<file path="src/rtl/pci_term_pkg.sv">
// Package: shared types and constants for the bus termination monitor.
// Assumes a 4-bit command nibble and eight independent rule checks.
package pci_term_pkg;

    localparam int CMD_W  = 4;
    localparam int RD_IDX = 0;
    localparam int N_RULE = 8;

    // Bit positions of the per-rule flags (visible at the top ports)
    localparam int RULE_SEL_DROP    = 0;
    localparam int RULE_RD_TURN     = 1;
    localparam int RULE_STOP_FRAME  = 2;
    localparam int RULE_STOP_BOUNCE = 3;
    localparam int RULE_IRDY_EARLY  = 4;
    localparam int RULE_IRDY_LAST   = 5;
    localparam int RULE_END_DIRTY   = 6;
    localparam int RULE_TABORT_TRDY = 7;

    // Reserved command codes that look like reads by bit 0 alone
    localparam logic [CMD_W-1:0] CMD_RSV_A = 4'b0100;
    localparam logic [CMD_W-1:0] CMD_RSV_B = 4'b1000;

    typedef enum logic [2:0] {
        PH_IDLE,
        PH_ADDR,
        PH_DATA,
        PH_LAST,
        PH_TURN
    } phase_e;

    // Control lines converted to active-high
    typedef struct packed {
        logic frame;
        logic irdy;
        logic trdy;
        logic stop;
        logic devsel;
    } ctl_t;

    // Registered context handed from the phase tracker to the rule logic
    typedef struct packed {
        ctl_t   prev;
        phase_e p_phase;
        logic   rd_q;
        logic   sel_seen;
    } ctx_t;

endpackage

</file>
<file path="src/rtl/pci_bus_phase.sv">
// Module: pci_bus_phase
// Derives the current bus phase from the framing/initiator-ready pattern
// and keeps the context the rules need: the previous sample, the previous
// phase, the read class of the current command and whether device-select
// was seen since the address phase.
// Assumes inputs are already synchronous and converted to active-high.
module pci_bus_phase
    import pci_term_pkg::*;
(
    input  logic             clk,
    input  logic             rst_n,
    input  ctl_t             cur,
    input  logic [CMD_W-1:0] cmd_n,
    output phase_e           phase,
    output ctx_t             ctx
);

    ctl_t   prev_q;
    phase_e phase_q;
    logic   rd_q;
    logic   sel_seen_q;
    logic   is_read;

    // Classify the current bus phase from this and the previous sample
    always_comb begin
        if (cur.frame && !prev_q.frame)
            phase = PH_ADDR;
        else if (cur.frame)
            phase = PH_DATA;
        else if (cur.irdy)
            phase = PH_LAST;
        else if (prev_q.frame || prev_q.irdy)
            phase = PH_TURN;
        else
            phase = PH_IDLE;
    end

    // Read class: bit 0 low, reserved look-alikes excluded
    always_comb begin
        is_read = !cmd_n[RD_IDX] && (cmd_n != CMD_RSV_A) && (cmd_n != CMD_RSV_B);
    end

    // Hold the previous sample and phase
    always_ff @(posedge clk) begin
        if (!rst_n) begin
            prev_q  <= '0;
            phase_q <= PH_IDLE;
        end else begin
            prev_q  <= cur;
            phase_q <= phase;
        end
    end

    // Latch read class at the address phase, track device-select since then
    always_ff @(posedge clk) begin
        if (!rst_n) begin
            rd_q       <= 1'b0;
            sel_seen_q <= 1'b0;
        end else if (phase == PH_ADDR) begin
            rd_q       <= is_read;
            sel_seen_q <= cur.devsel;
        end else begin
            sel_seen_q <= sel_seen_q | cur.devsel;
        end
    end

    assign ctx.prev     = prev_q;
    assign ctx.p_phase  = phase_q;
    assign ctx.rd_q     = rd_q;
    assign ctx.sel_seen = sel_seen_q;

endmodule

</file>
<file path="src/rtl/pci_rule_eval.sv">
// Module: pci_rule_eval
// Purely combinational evaluation of the eight ordering rules from the
// present sample and the registered context. One output bit per rule.
// Assumes ctx reflects the sample taken at the previous edge.
module pci_rule_eval
    import pci_term_pkg::*;
(
    input  ctl_t              cur,
    input  phase_e            phase,
    input  ctx_t              ctx,
    output logic [N_RULE-1:0] viol
);

    ctl_t p;
    logic p_done;
    logic p_addr;
    logic mabort_ok;
    logic stop_fell;

    assign p = ctx.prev;

    // Shared terms: last phase finished, previous edge was address, etc.
    always_comb begin
        p_done    = (ctx.p_phase == PH_LAST) && (p.trdy || p.stop);
        p_addr    = (ctx.p_phase == PH_ADDR);
        mabort_ok = !p.frame && !ctx.sel_seen;
        stop_fell = p.stop && !cur.stop;
    end

    // One term per rule
    always_comb begin
        viol = '0;
        viol[RULE_SEL_DROP]    = p.devsel && !cur.devsel && !p.stop && !cur.stop && !p_done;
        viol[RULE_RD_TURN]     = p_addr && ctx.rd_q && cur.trdy && (phase != PH_ADDR);
        viol[RULE_STOP_FRAME]  = stop_fell && p.frame && !cur.frame;
        viol[RULE_STOP_BOUNCE] = stop_fell && p.frame && cur.frame;
        viol[RULE_IRDY_EARLY]  = p.irdy && !cur.irdy && !p.trdy && !p.stop && !mabort_ok;
        viol[RULE_IRDY_LAST]   = p.frame && !cur.frame && !cur.irdy;
        viol[RULE_END_DIRTY]   = p_done && (cur.irdy || cur.trdy || cur.stop);
        viol[RULE_TABORT_TRDY] = cur.stop && !cur.devsel && cur.trdy;
    end

endmodule

</file>
<file path="src/rtl/pci_err_log.sv">
// Module: pci_err_log
// Keeps one sticky flag per rule and a one-cycle strobe for each edge at
// which any rule is broken.
// Assumes viol is valid at every edge once reset is released.
module pci_err_log #(
    parameter int N = 8
) (
    input  logic         clk,
    input  logic         rst_n,
    input  logic [N-1:0] viol,
    output logic [N-1:0] flags,
    output logic         pulse
);

    // One sticky bit per rule
    for (genvar g = 0; g < N; g++) begin : g_flag
        logic flag_q;
        always_ff @(posedge clk) begin
            if (!rst_n)
                flag_q <= 1'b0;
            else if (viol[g])
                flag_q <= 1'b1;
        end
        assign flags[g] = flag_q;
    end

    // Strobe for any violation at this edge
    always_ff @(posedge clk) begin
        if (!rst_n)
            pulse <= 1'b0;
        else
            pulse <= |viol;
    end

endmodule

</file>
<file path="src/rtl/pci_term_monitor.sv">
// Module: pci_term_monitor (top)
// Passive monitor of bus handshake and termination ordering. Converts the
// active-low lines to active-high, tracks the bus phase, evaluates the
// rules and records violations.
// Assumes all inputs are synchronous to clk and never driven by this block.
module pci_term_monitor
    import pci_term_pkg::*;
(
    input  logic              clk,
    input  logic              rst_n,
    input  logic              frame_n,
    input  logic              irdy_n,
    input  logic              trdy_n,
    input  logic              stop_n,
    input  logic              devsel_n,
    input  logic [CMD_W-1:0]  cbe_n,
    output logic [N_RULE-1:0] err_flags,
    output logic              err_pulse
);

    ctl_t              cur;
    phase_e            phase;
    ctx_t              ctx;
    logic [N_RULE-1:0] viol;

    // Active-high view of the sampled lines
    assign cur.frame  = ~frame_n;
    assign cur.irdy   = ~irdy_n;
    assign cur.trdy   = ~trdy_n;
    assign cur.stop   = ~stop_n;
    assign cur.devsel = ~devsel_n;

    pci_bus_phase u_phase (
        .clk   (clk),
        .rst_n (rst_n),
        .cur   (cur),
        .cmd_n (cbe_n),
        .phase (phase),
        .ctx   (ctx)
    );

    pci_rule_eval u_rules (
        .cur   (cur),
        .phase (phase),
        .ctx   (ctx),
        .viol  (viol)
    );

    pci_err_log #(.N(N_RULE)) u_log (
        .clk   (clk),
        .rst_n (rst_n),
        .viol  (viol),
        .flags (err_flags),
        .pulse (err_pulse)
    );

endmodule

</file>
<file path="config.mk">
export PLATFORM = sky130hd
export DESIGN_NAME = pci_term_monitor
export DESIGN_NICKNAME = d
export VERILOG_FILES = /design/src/rtl/pci_term_pkg.sv /design/src/rtl/pci_bus_phase.sv /design/src/rtl/pci_rule_eval.sv /design/src/rtl/pci_err_log.sv /design/src/rtl/pci_term_monitor.sv
export SDC_FILE = /design/constraint.sdc
export NUM_CORES = 1
export LEC_CHECK = 0
export BUFFER_PORTS_ARGS = -buffer_cell sky130_fd_sc_hd__buf_2
export CORE_MARGIN = 5
export CORE_UTILIZATION = 50
export DETAILED_ROUTE_END_ITERATION = 10
export PLACE_DENSITY = 0.75
export SYNTH_ARGS = -nofsm -noshare
export SYNTH_HDL_FRONTEND = slang
export SYNTH_HIERARCHICAL = 1
export SYNTH_SLANG_ARGS = --single-unit
</file>
<file path="constraint.sdc">
create_clock -name clk -period 2 [get_ports clk]
set_input_delay 0.3 -clock clk [delete_from_list [all_inputs] [get_ports clk]]
set_output_delay 0.3 -clock clk [all_outputs]
set_load 0.01 [all_outputs]
</file>
# Word level (Yosys, flattened, before mapping)
# Index checks and enable logic that the tools add are counted.
# word_totals
out_inout_bits	9
wordCells	71
in_bits	11
ff_bits	19
# op_classes
n_eq_ne	6
bitwise	6
n_mux	5
reduce_logical	37
# op_table
cell	count
$logic_and 1x1->1	25
$mux 3	4
$reduce_or 8->1	1
$logic_not 1->1	7
$eq 3x1->1 const B	2
$not 1->1	5
$logic_or 1x1->1	4
$ne 4x3->1 const B	1
$ne 4x4->1 const B	1
$eq 3x2->1 const B	1
$ne 3x1->1 const B	1
$mux 1	1
$or 1x1->1	1

# Longest topological paths before layout
# depth
ltp_word	8
ltp_mapped	7
ltp_nobuf	7

# Cells and area by module
# The synthesis kept the hierarchy.
# by_module_without_submodules
module	seq_area_each_um2	cells_per_inst	n_inst	area_each_um2
pci_bus_phase	200.2	34	1	361.6
pci_err_log	180.2	29	1	340.3
pci_rule_eval	0.0	16	1	123.9
pci_term_monitor	0.0	5	1	18.8

# Worst setup path before layout
# OpenSTA, ideal clock, no wires.
# synth_path
kind	input-to-reg
startpoint	input port frame_n
endpoint	register u_log.pulse
cell_stages	7
arrival_time_ns	1.177
path_buffers	0
setup_time_ns	0.125
required_time_ns	1.875
slack_ns	0.697
path_cell_list	inv_1 -> nand2b_4 -> nand2_2 -> nor3b_1 -> nor3_1 -> nor4_2 -> a21boi_1
# synth_between
elab_chain_len	6
word_cells_on_any_way	11
cone_classes	eq/ne (1); mux (2); bitwise (1); reduce/logical (7)
# synth_rtl
element	line_no	text
start: declaration	pci_term_monitor.sv:11	input logic frame_n,
$not 1->1	pci_term_monitor.sv:27	assign cur.frame = ~frame_n;
$logic_and 1x1->1	pci_bus_phase.sv:26	if (cur.frame && !prev_q.frame)
$mux 3 *	pci_bus_phase.sv:26	
net phase[1]	pci_term_monitor.sv:22	phase_e phase;
$ne 3x1->1 *	pci_rule_eval.sv:34	viol[RULE_RD_TURN] = p_addr && ctx.rd_q && cur.trdy && (phase != PH_ADDR);
$logic_and 1x1->1 *	pci_rule_eval.sv:34	
net viol[1]	pci_term_monitor.sv:24	logic [N_RULE-1:0] viol;
$reduce_or 8->1 *	pci_err_log.sv:32	pulse <= |viol;
end signal: assignment	pci_err_log.sv:32	
end: declaration	pci_err_log.sv:12	output logic pulse
# The timed path passes the listed nets; every way through them passes the cells marked *.
# A chain may end at the register's enable or synchronous reset.

# Final worst setup path
# layout_path
startpoint	register u_phase.prev_q, in the netlist u_phase/ctx[9]
endpoint	register u_log.pulse
# layout_between
word_cells_on_any_way	18
cone_classes	eq/ne (1); mux (4); reduce/logical (13)
# layout_rtl
element	line_no	text
start: declaration	pci_bus_phase.sv:18	ctl_t prev_q;
start signal: assignment	pci_bus_phase.sv:49	prev_q <= cur;
$logic_not 1->1	pci_bus_phase.sv:26	
$logic_and 1x1->1	pci_bus_phase.sv:26	
$mux 3	pci_bus_phase.sv:26	
net phase[0]	pci_term_monitor.sv:22	
$ne 3x1->1	pci_rule_eval.sv:34	
$logic_and 1x1->1	pci_rule_eval.sv:34	
net viol[1]	pci_term_monitor.sv:24	
$reduce_or 8->1	pci_err_log.sv:32	
# The timed path passes the listed nets, and every way through them passes these cells.

==> summary by stage <==
Placement
The global placer's final weighted congestion is 0.773. Once placement finished, the instance area stood at 877 µm². Once detailed placement completed, the half-perimeter wirelength came to 1140 µm.

The number of input and output port buffers inserted is 19.

Layout
Once layout is done, the placed cells without fillers occupy 903 µm². The area growth from synthesis to layout is 6.96%. Leaving out fill and tap cells, the most frequent cells in the layout are 19 x buf_2, 19 x dfxtp_1, 8 x o21a_1. The share of layout cells above drive strength 1 is 32.3%. The final antenna diode count is 0. The final net count is 108.

Yosys
Synthesis produced 84 cells. For this run, the number of Yosys warnings is 6. In this run the mean area of a mapped cell was 10.1 µm².

Counting distinct cell types in the post-synthesis netlist gives 29. The number of nets handed over by synthesis was 95. After synthesis, flip-flops and latches occupy 45.0% of the total area.

The post-synthesis sequential element count is 19. The cell area that synthesis handed to floorplanning was 845 µm².

Global routing
The number of global-route vias before repair is 611. In the global route stage, overall resource usage came out at 13.1%. The total overflow left after global routing is 0. Entering global routing, the biggest net connects 20 pins. The initial antenna violation count was 0. The wire length of the first global-routing pass is 2610 µm.

STA
The worst path in the final design needs a cycle of 1340 ps, including I/O delays and setup. For the pin with the worst max-slew slack, the measured transition is 511 ps. The final-report max-slew violation count is 0. The top achievable clock speed is 0.746 GHz. Setup repair after global routing left no endpoint under its margin. The count of final hold-check violations is 0. Dividing the final minimum period by the clock period gives 67.0%.

The worst max-slew margin expressed relative to the limit is 65.5%. Clock skew on the completed layout was measured at 1.27 ps. The summed negative setup slack over all endpoints is 0 ps. The final setup violation count is 0.

Floorplanning
The die outline area is 2610 µm². The floorplan has 14 rows. The area of the core is 1560 µm².

The initial standard-cell utilization of the core is 54.2%. The die boundary width is 51.1 µm. In this run the count of I/O pins placed on the die edge is 20. The floorplan step set the die height to 51.1 µm.

Drt
Detailed routing inserted a total of 579 vias. The number of violations reported at the end of detailed-routing iteration 0 is 6. The first detailed-routing pass took 2 iterations. After detailed routing, the number of remaining DRC violations is 0. The detail route stage leaves a number of antenna-violating nets equal to 0. The detailed-route vias per instance is 5.17. In the final routed layout, each cell accounts on average for 12.7 µm. For this block, the routed nets add up to 1430 µm of wire.

Clock network
Clock-pin slew was measured on the worst setup and hold paths at 100 ps. The number of buffers between clock root and the deepest sink is 2. Buffers inserted to repair hold after CTS numbered 0. The clock latency reported for the late side of the worst-skew pair is 280 ps. The number of setup buffers added after CTS is 0.

The count of H-tree levels built during CTS is 1. The count of instances resized after the clock tree is built is 0. The number of clock buffers inserted by TritonCTS is 3.

The root buffer cell is clkbuf_4. The number of clock sinks is 19. TritonCTS built the clock tree.

Hold path
Along the worst hold path, the cell count comes to 3. The worst hold path belongs to the class in -> reg.

Critical path
The critical path start-end classification is reg -> reg. STA classifies the critical path endpoint as a flop. Walking the worst path, the cells encountered are nand2b_1, nand2_2, nor3b_1, nor3_1, nor4_2, a21boi_1. At the worst endpoint, the arrival time is 1520 ps. The logic depth of the worst register-to-register path is 6. Of all nets on the critical path, the largest fanout is 8. The largest single stage delay on the critical path is 370 ps. On the critical path, the stage with the largest delay is an instance of dfxtp_1. The worst setup path is launched from a flop. The worst path required time is 2180 ps.

Status
The flow ran to the end, and the final reports show no timing, DRC or antenna violations.

Power
The leakage power total is 0.417 nW. The areal power density over the cells is 731 nW/µm². The worst-case IR drop observed on VDD is 0.000394 V. The total power of the final layout is 660 µW.

Run
The number of maximum-capacitance constraint violations is 0.
-- cells in the mapped netlist (all sizes together) --
library cell / n / area, µm²
and4bb: 1 / 12.5
and2: 8 / 51.3
and4b: 1 / 10.0
nand2b: 3 / 26.3
and2b: 1 / 7.51
a2111oi: 1 / 15.0
dfxtp: 19 / 380
nor3b: 3 / 27.5
o21a: 8 / 60.1
nor3: 3 / 20.0
nor2b: 1 / 6.26
o21ai: 1 / 5.00
and3b: 1 / 8.76
nand2: 4 / 20.0
o21bai: 1 / 7.51
buf: 11 / 82.6
nor4bb: 1 / 10.0
a21oi: 2 / 10.0
xnor2: 1 / 8.76
nand4b: 1 / 8.76
inv: 5 / 18.8
nor2: 4 / 15.0
nor4: 2 / 25.0
a21boi: 1 / 7.51
-- path summary, 6_finish.rpt --
check,from,endpoint,slack (ps)
min,cbe_n[0],u_phase/rd_q,280
max,u_phase/ctx[9],u_log/pulse,660
min reg2reg,u_log/g_flag[6].flag_q,u_log/g_flag[6].flag_q,470
max reg2reg,u_phase/ctx[9],u_log/pulse,660
-- worst max-delay path: cells and delay by family (launching register included) --
kind             cells  cell delay (ps)
AND/OR/NAND/NOR      5              770
AO/OA/AOI/OAI        1               90
flip-flops           1              370
-- report_power, final --
part / leakage (nW) / switching, mW / internal [mW]
Clock: 0.0150 / 0.105 / 0.0774
Sequential: 0.156 / 0.00923 / 0.395
Combinational: 0.246 / 0.0374 / 0.0365
-- cells by family (layout without fill, tap and decap cells) --
group                     after synthesis  count (layout)  synth area share [%]
AOI/OAI and AO/OA                      14              14                  12.4
xor gates and xnor gates                1               1                  1.04
DFF                                    19              19                  45.0
and+or+nand+nor                        34              34                  29.5
buffers and inverters                  16              28                  12.0
-- per-layer routing --
layer	track usage, %	routed length (µm)	up-vias
li1	-	-	298
met1	15.6	619	265
met2	22.3	712	16
met3	3.20	95	0
met4	5.38	0	0
met5	0	0	-
-- state kept, by name (all words and copies together) (netlist names) --
name and cells:
u_phase/sel_seen_q 1, u_phase/rd_q 1, u_log/g_flag.flag_q 8, u_log/pulse 1
u_phase/phase_q 3, u_phase/ctx 5
-- area by class of cell --
class | instances | area [µm²]
clock buffers | 4 | 26.3
inverters | 5 | 18.8
repair buffers | 19 | 95.1
well taps | 16 | 20.0
fillers | 147 | 656
multi-input cells | 49 | 363
flip-flops and latches | 19 | 380
-- stage by stage --
stage / utilization (%) / instances / setup WS (ps) / hold WS, ps
floorplan: - / 84 / 697 / 422
global placement: 56.3 / 108 / 539 / 442
detailed placement: 56.3 / 108 / 467 / 449
CTS: 57.9 / 112 / 664 / 267
global route: 57.9 / 112 / 517 / 291
finish: 57.9 / 112 / 660 / 276
No activity file was read; power rests on OpenSTA's default activity.
